$ cat config.mk
export PLATFORM = sky130hd
export DESIGN_NAME = evt_dispatch
export DESIGN_NICKNAME = d
export VERILOG_FILES = /design/src/rtl/evt_pkg.sv /design/src/rtl/evt_fifo.sv /design/src/rtl/evt_table.sv /design/src/rtl/evt_dispatch.sv
export SDC_FILE = /design/constraint.sdc
export NUM_CORES = 1
export LEC_CHECK = 0
export CAP_MARGIN = 20
export CORE_MARGIN = 4
export CORE_UTILIZATION = 60
export CTS_CLUSTER_DIAMETER = 100
export DETAILED_ROUTE_END_ITERATION = 10
export PLACE_DENSITY = 0.91
export SYNTH_ARGS = -nofsm -noshare
export SYNTH_HDL_FRONTEND = slang
export SYNTH_SLANG_ARGS = --single-unit
$ cat constraint.sdc
create_clock -name clk -period 3.9 [get_ports clk]
set_input_delay 0.78 -clock clk [delete_from_list [all_inputs] [get_ports clk]]
set_output_delay 0.78 -clock clk [all_outputs]
set_load 0.05 [all_outputs]
$ cat src/rtl/evt_pkg.sv
package evt_pkg;
  typedef enum logic [1:0] {
    ACT_NONE = 2'd0,
    ACT_LO   = 2'd1,
    ACT_HI   = 2'd2
  } act_e;
endpackage

$ cat src/rtl/evt_fifo.sv
module evt_fifo #(
  parameter int W     = 4,
  parameter int DEPTH = 8
) (
  input  logic         clk,
  input  logic         rst,
  input  logic         push,
  input  logic [W-1:0] din,
  input  logic         pop,
  output logic [W-1:0] dout,
  output logic         empty,
  output logic         full,
  output logic         ovf
);
  localparam int PW = $clog2(DEPTH);

  logic [W-1:0] mem [DEPTH];
  logic [PW:0]  wr_q, rd_q;
  logic         push_ok;

  assign empty   = (wr_q == rd_q);
  assign full    = (wr_q[PW] != rd_q[PW]) && (wr_q[PW-1:0] == rd_q[PW-1:0]);
  assign push_ok = push && !full;
  assign dout    = mem[rd_q[PW-1:0]];

  // storage has no reset so it can map to RAM
  always_ff @(posedge clk) begin
    if (push_ok) mem[wr_q[PW-1:0]] <= din;
  end

  always_ff @(posedge clk) begin
    if (rst) begin
      wr_q <= '0;
      rd_q <= '0;
      ovf  <= 1'b0;
    end else begin
      if (push_ok)        wr_q <= wr_q + 1'b1;
      if (pop && !empty)  rd_q <= rd_q + 1'b1;
      if (push && full)   ovf  <= 1'b1;
    end
  end
endmodule

$ cat src/rtl/evt_table.sv
module evt_table #(
  parameter int IDX_W = 4,
  parameter int DW    = 16
) (
  input  logic             clk,
  input  logic             rst,
  input  logic             we,
  input  logic [IDX_W-1:0] widx,
  input  logic [DW-1:0]    wdata,
  input  logic [IDX_W-1:0] ridx,
  output logic [DW-1:0]    rdata
);
  localparam int N = 2 ** IDX_W;

  logic [DW-1:0] mem [N];
  logic [N-1:0]  written_q;

  always_ff @(posedge clk) begin
    if (we) mem[widx] <= wdata;
  end

  always_ff @(posedge clk) begin
    if (rst)     written_q <= '0;
    else if (we) written_q[widx] <= 1'b1;
  end

  assign rdata = written_q[ridx] ? mem[ridx] : '0;
endmodule

$ cat src/rtl/evt_dispatch.sv
module evt_dispatch
  import evt_pkg::*;
#(
  parameter int ID_W   = 4,
  parameter int ADDR_W = 16,
  parameter int QDEPTH = 8
) (
  input  logic              clk,
  input  logic              rst,
  input  logic              hi_post,
  input  logic [ID_W-1:0]   hi_id,
  input  logic              lo_post,
  input  logic [ID_W-1:0]   lo_id,
  input  logic              tbl_we,
  input  logic [ID_W-1:0]   tbl_idx,
  input  logic [ADDR_W-1:0] tbl_data,
  input  logic [ADDR_W-1:0] core_pc,
  input  logic              done,
  input  logic              disp_ready,
  output logic              disp_valid,
  output logic [ADDR_W-1:0] disp_addr,
  output logic              disp_hi,
  output logic              disp_resume,
  output logic              disp_preempt,
  output logic              hi_ovf,
  output logic              lo_ovf,
  output logic              sleep
);
  logic              hi_empty, hi_full, lo_empty, lo_full;
  logic [ID_W-1:0]   hi_head, lo_head, rd_idx;
  logic [ADDR_W-1:0] rd_addr;
  act_e              act_q;
  logic              saved_vld_q;
  logic [ADDR_W-1:0] saved_q;
  logic              sleep_q;
  logic              accept, preempt_ok, go_hi, go_res, go_lo;

  always_comb begin
    accept     = disp_valid && disp_ready;
    preempt_ok = (act_q == ACT_LO) && !done;
    go_hi  = !disp_valid && !hi_empty && ((act_q == ACT_NONE) || preempt_ok);
    go_res = !disp_valid && (act_q == ACT_NONE) && hi_empty && saved_vld_q;
    go_lo  = !disp_valid && (act_q == ACT_NONE) && hi_empty && !saved_vld_q && !lo_empty;
    rd_idx = go_hi ? hi_head : lo_head;
  end

  evt_fifo #(.W(ID_W), .DEPTH(QDEPTH)) u_hi_q (
    .clk(clk), .rst(rst), .push(hi_post), .din(hi_id), .pop(go_hi),
    .dout(hi_head), .empty(hi_empty), .full(hi_full), .ovf(hi_ovf)
  );

  evt_fifo #(.W(ID_W), .DEPTH(QDEPTH)) u_lo_q (
    .clk(clk), .rst(rst), .push(lo_post), .din(lo_id), .pop(go_lo),
    .dout(lo_head), .empty(lo_empty), .full(lo_full), .ovf(lo_ovf)
  );

  evt_table #(.IDX_W(ID_W), .DW(ADDR_W)) u_tbl (
    .clk(clk), .rst(rst), .we(tbl_we), .widx(tbl_idx), .wdata(tbl_data),
    .ridx(rd_idx), .rdata(rd_addr)
  );

  always_ff @(posedge clk) begin
    if (rst) begin
      disp_valid   <= 1'b0;
      disp_addr    <= '0;
      disp_hi      <= 1'b0;
      disp_resume  <= 1'b0;
      disp_preempt <= 1'b0;
      act_q        <= ACT_NONE;
      saved_vld_q  <= 1'b0;
      saved_q      <= '0;
    end else if (accept) begin
      disp_valid <= 1'b0;
      act_q      <= disp_hi ? ACT_HI : ACT_LO;
    end else if (go_hi) begin
      disp_valid   <= 1'b1;
      disp_addr    <= rd_addr;
      disp_hi      <= 1'b1;
      disp_resume  <= 1'b0;
      disp_preempt <= preempt_ok;
      if (preempt_ok) begin
        saved_vld_q <= 1'b1;
        saved_q     <= core_pc;
        act_q       <= ACT_NONE;
      end
    end else if (go_res) begin
      disp_valid   <= 1'b1;
      disp_addr    <= saved_q;
      disp_hi      <= 1'b0;
      disp_resume  <= 1'b1;
      disp_preempt <= 1'b0;
      saved_vld_q  <= 1'b0;
    end else if (go_lo) begin
      disp_valid   <= 1'b1;
      disp_addr    <= rd_addr;
      disp_hi      <= 1'b0;
      disp_resume  <= 1'b0;
      disp_preempt <= 1'b0;
    end else if (done) begin
      act_q <= ACT_NONE;
    end
  end

  always_ff @(posedge clk) begin
    if (rst) sleep_q <= 1'b0;
    else     sleep_q <= hi_empty && lo_empty && (act_q == ACT_NONE) && !disp_valid
                        && !saved_vld_q && !hi_post && !lo_post;
  end

  assign sleep = sleep_q && !hi_post && !lo_post;
endmodule

==> results of run 1 <==
cells in the final DEF (no fill, tap or decap), types with 3 or more instances in the layout:
cell / n
sky130_fd_sc_hd__edfxtp_1: 320
sky130_fd_sc_hd__mux4_2: 80
sky130_fd_sc_hd__dfxtp_1: 80
sky130_fd_sc_hd__nor2_1: 75
sky130_fd_sc_hd__clkdlybuf4s50_1: 72
sky130_fd_sc_hd__nand2_1: 64
sky130_fd_sc_hd__a22oi_1: 48
sky130_fd_sc_hd__clkbuf_16: 39
sky130_fd_sc_hd__buf_4: 28
sky130_fd_sc_hd__a21oi_1: 27
sky130_fd_sc_hd__nand3_1: 16
sky130_fd_sc_hd__o2bb2ai_1: 16
sky130_fd_sc_hd__nor2_2: 12
sky130_fd_sc_hd__nand2b_1: 11
sky130_fd_sc_hd__xor2_1: 11
sky130_fd_sc_hd__mux2_2: 10
sky130_fd_sc_hd__mux2i_1: 8
sky130_fd_sc_hd__nor3_1: 7
sky130_fd_sc_hd__clkbuf_1: 7
sky130_fd_sc_hd__bufinv_16: 7
sky130_fd_sc_hd__xnor2_1: 6
sky130_fd_sc_hd__clkinv_2: 6
sky130_fd_sc_hd__nor3_2: 5
sky130_fd_sc_hd__o21ai_0: 5
sky130_fd_sc_hd__inv_1: 5
sky130_fd_sc_hd__ha_1: 4
sky130_fd_sc_hd__clkbuf_8: 4
sky130_fd_sc_hd__o22ai_1: 3
sky130_fd_sc_hd__or3_1: 3
sky130_fd_sc_hd__clkinv_1: 3
sky130_fd_sc_hd__buf_12: 3
final cells by class:
| type | count | area [um^2] | share of cell area |
|---|---|---|---|
| clock inverters | 18 | 268 | 0.0149 |
| repair buffers | 104 | 996 | 0.0554 |
| multi-input cells | 444 | 4030 | 0.224 |
| flip-flops and latches | 400 | 11200 | 0.623 |
| well taps | 330 | 413 | 0.0229 |
| clock buffers | 50 | 1060 | 0.0588 |
| inverters | 5 | 18.8 | 0.00104 |
kinds of logic (layout without fill, tap and decap cells):
group,Yosys count,count (layout),synth area share
and+or+nand+nor,208,208,0.0592
xor gates and xnor gates,18,18,0.0107
DFF,400,400,0.730
adders and majority gates,4,4,0.00326
buffers and inverters,45,177,0.0123
muxes,98,98,0.130
AOI/OAI and AO/OA,116,116,0.0552
report_power, final:
| group | total, mW | internal [mW] | switching [mW] |
|---|---|---|---|
| clock network | 3.94 | 2.38 | 1.56 |
| logic | 3.93 | 1.65 | 2.28 |
| registers | 5.02 | 4.81 | 0.213 |
| total | 12.9 | 8.84 | 4.05 |
how the worst max path moves through the flow:
stage / startpoint / endpoint / slack [ns]
floorplan: done / disp_addr[2]$_SDFFE_PP0P_ / 0.85
global placement: done / disp_addr[10]$_SDFFE_PP0P_ / 0.39
detailed placement: done / disp_addr[1]$_SDFFE_PP0P_ / 0.29
CTS: u_hi_q.wr_q[1]$_SDFFE_PP0P_ / disp_addr[11]$_SDFFE_PP0P_ / 0.56
global route: u_hi_q.wr_q[1]$_SDFFE_PP0P_ / disp_addr[12]$_SDFFE_PP0P_ / 0.29
finish: u_hi_q.wr_q[2]$_SDFFE_PP0P_ / disp_addr[11]$_SDFFE_PP0P_ / 0.49
metrics by stage:
stage / cells / worst slack [ns] / hold slack [ns] / power [mW] / cell area, um^2
2_1_floorplan: 889 / 0.855 / 0.434 / 7.66 / 15400
5_1_grt: 1351 / 0.288 / 0.476 / 13.3 / 18000
4_1_cts: 1351 / 0.556 / 0.460 / 12.9 / 18000
3_3_place_gp: 1283 / 0.388 / 0.443 / 8.69 / 16700
3_5_place_dp: 1283 / 0.286 / 0.450 / 8.83 / 16700
6_report: 1351 / 0.492 / 0.465 / 12.9 / 18000
worst register-to-register path, stage by stage (launching register included):
cell and delay [ns]:
sky130_fd_sc_hd__dfxtp_1 0.53, sky130_fd_sc_hd__xnor2_2 0.20, sky130_fd_sc_hd__or4b_1 0.72, sky130_fd_sc_hd__a2111oi_4 0.67, sky130_fd_sc_hd__nor2_1 0.32, sky130_fd_sc_hd__buf_4 0.28
sky130_fd_sc_hd__a22oi_1 0.41, sky130_fd_sc_hd__o2bb2ai_1 0.14
registers in the layout (all words and copies together), names as in the netlist, named ones only:
register,flops
u_tbl.mem,256
u_hi_q.mem,32
u_lo_q.mem,32
disp_addr,16
saved_q,16
u_tbl.written_q,16
u_hi_q.rd_q,4
u_hi_q.wr_q,4
u_lo_q.rd_q,4
u_lo_q.wr_q,4
act_q,2
disp_hi,1
disp_preempt,1
disp_resume,1
disp_valid,1
saved_vld_q,1
sleep_q,1
u_hi_q.ovf,1
u_lo_q.ovf,1
per-layer routing:
layer | GRT usage | vias up | share of wire | wire length [um]
li1 | - | 3714 | - | -
met1 | 0.380 | 4606 | 0.35 | 13800
met2 | 0.450 | 770 | 0.49 | 19100
met3 | 0.0615 | 124 | 0.12 | 4700
met4 | 0.0981 | 6 | 0.034 | 1320
met5 | 0 | - | 0.00077 | 30
==> results.tsv, run 1 <==
stage	metric	value	unit
pwr	leakage power total	5.86	nW
critical_path	capture point of the worst reg-to-reg path	disp_addr[11]$_SDFFE_PP0P_	
yosys	Main synth FF type	sky130_fd_sc_hd__edfxtp_1	
timing	Setup TNS	0	ns
timing	shortest period the worst path allows	3.41	ns
critical_path	kind of critical path	flip-flop to flip-flop	
final_layout	fill cell total of the finished layout	1339	
floorplanning	die outline area	28200	um^2
placement	Final GP Congestion	0.793	
final_layout	post-route core utilization	0.715	
yosys	area share of the leading cell type in the synthesized netlist	0.625	
critical_path	Crit. End Element	flip-flop	
yosys	post-synth cell types	50	
placement	quantity of I/O buffers inserted on ports	73	
drt	average wire per standard cell	28.9	um
timing	RSZ-0062 raised after global routing	false	
yosys	top post-synthesis cells by area	sky130_fd_sc_hd__edfxtp_1 63%, sky130_fd_sc_hd__mux4_2 12%, sky130_fd_sc_hd__dfxtp_1 10%	
critical_path	reg-to-reg setup timing slack	0.49	ns
timing	worst slew slack as a fraction of its limit	0.414	
yosys	synthesized cell area	15400	um^2
clock_network	# Post-CTS Setup Buffers	0	
yosys	synth cell count leaders	320 x sky130_fd_sc_hd__edfxtp_1, 87 x sky130_fd_sc_hd__nor2_1, 80 x sky130_fd_sc_hd__dfxtp_1, 80 x sky130_fd_sc_hd__mux4_2, 65 x sky130_fd_sc_hd__nand2_1	
critical_path	Max Fanout on Critical Path	12	
drt	violation count after the first detailed-routing iteration	1534	
drt	iteration count of the initial detailed-routing pass	5	
timing	number of hold violations in the final report	0	
clock_network	level count of the clock H-tree	2	
critical_path	total number of cells along the worst setup path	7	
floorplanning	count of pins on the block boundary	74	
critical_path	CP Buf/Inv Count	1	
drt	number of remaining DRC errors	0	
clock_network	clock slew at the register clock pins of the worst setup and hold paths	0.07	ns
clock_network	quantity of hold-fixing buffers added after cts	0	
timing	Max Transition Viols Final	0	
grt	global-route wire length before repair	58800	um
timing	slew at the pin closest to its max-slew limit	0.878	ns
grt	maximum number of pins on one net before global-route repair	76	
floorplanning	Chip Height	168	um
yosys	post-synthesis sequential area ratio	0.730	
yosys	number of register bits inferred by synthesis	400	
critical_path	startpoint type of the worst setup path	flip-flop	
grt	via count of the first global-routing pass	9426	
clock_network	Clk Tree Root Cell	sky130_fd_sc_hd__clkbuf_16	
timing	period utilization	0.874	
yosys	number of enable-type register cells in the synthesized netlist	320	
worst_hold_path	number of cells on the worst hold path	2	
yosys	Synth Area per Inst	17.3	um^2
clock_network	CTS resizes	0	
final_layout	Final #Nets	1048	
grt	Overall Global Routing Usage	0.278	
critical_path	worst path arrival time	3.79	ns
worst_hold_path	Hold Path Origin	saved_q[13]$_SDFFE_PP0P_	
critical_path	CP peak stage delay	0.71	ns
yosys	largest area contributor in the synthesized netlist	sky130_fd_sc_hd__edfxtp_1	
timing	setup-violating endpoint count in the final report	0	
critical_path	chain of cells forming the critical path	xnor2_2, or4b_1, a2111oi_4, nor2_1, buf_4, a22oi_1, o2bb2ai_1	
worst_hold_path	destination of the worst hold path	saved_q[13]$_SDFFE_PP0P_	
critical_path	cell type of the slowest stage on the worst timing path	sky130_fd_sc_hd__or4b_1	
floorplanning	initial standard-cell utilization of the core	0.610	
yosys	post-synthesis net count	944	
clock_network	Clock Path Buffers	3	
drt	per-cell via count in the routed design	6.82	
pwr	Worst IR Drop VDD	0.000546	V
drt	antenna-violating nets left	0	
grt	gr ovfl total	0	
floorplanning	core outline area	25200	um^2
clock_network	# clock sinks	400	
floorplanning	Horiz. Die Dim	168	um
drt	final routed wirelength across all metal layers	39000	um
drt	via count	9220	
yosys	Synth async-reset ratio	0	
final_layout	ratio of cells with drive above 1 in the final layout	0.204	
job	MaxCap Viol Count	0	
critical_path	Top delay family on crit path	compound AO/OA/AOI/OAI gates	
final_layout	Antenna Diode Count	0	
yosys	most frequent cell after synthesis	sky130_fd_sc_hd__edfxtp_1	
clock_network	Worst-Skew Late Latency	0.54	ns
critical_path	cells on worst reg2reg path	7	
floorplanning	site row count	58	
clock_network	clock buffer count from CTS	38	
pwr	pwr/cell area	717	nW/um^2
grt	number of antenna violations at the first check in global routing	3	
status	outcome	completed	
timing	fmax	293	MHz
critical_path	data required time of the worst path	4.28	ns
timing	Clock Skews	0.0240	ns
critical_path	worst r2r src	u_hi_q.wr_q[2]$_SDFFE_PP0P_	
yosys	Syn Inst Count	889	
clock_network	CTS tree	built	
placement	HPWL after DPL	21500	um
final_layout	relative area change from synthesis to final layout	17.1	%
worst_hold_path	Min-Delay Path Class	flip-flop to flip-flop	
yosys	total number of yosys warnings	0	
No activity file was read; power rests on OpenSTA's default activity.
==> inputs of run 2 (changes only) <==
GPL_TIMING_DRIVEN = 1   (was default)
==> results of run 2 <==
The final DEF is identical to that of run 1; final timing and power are the same.
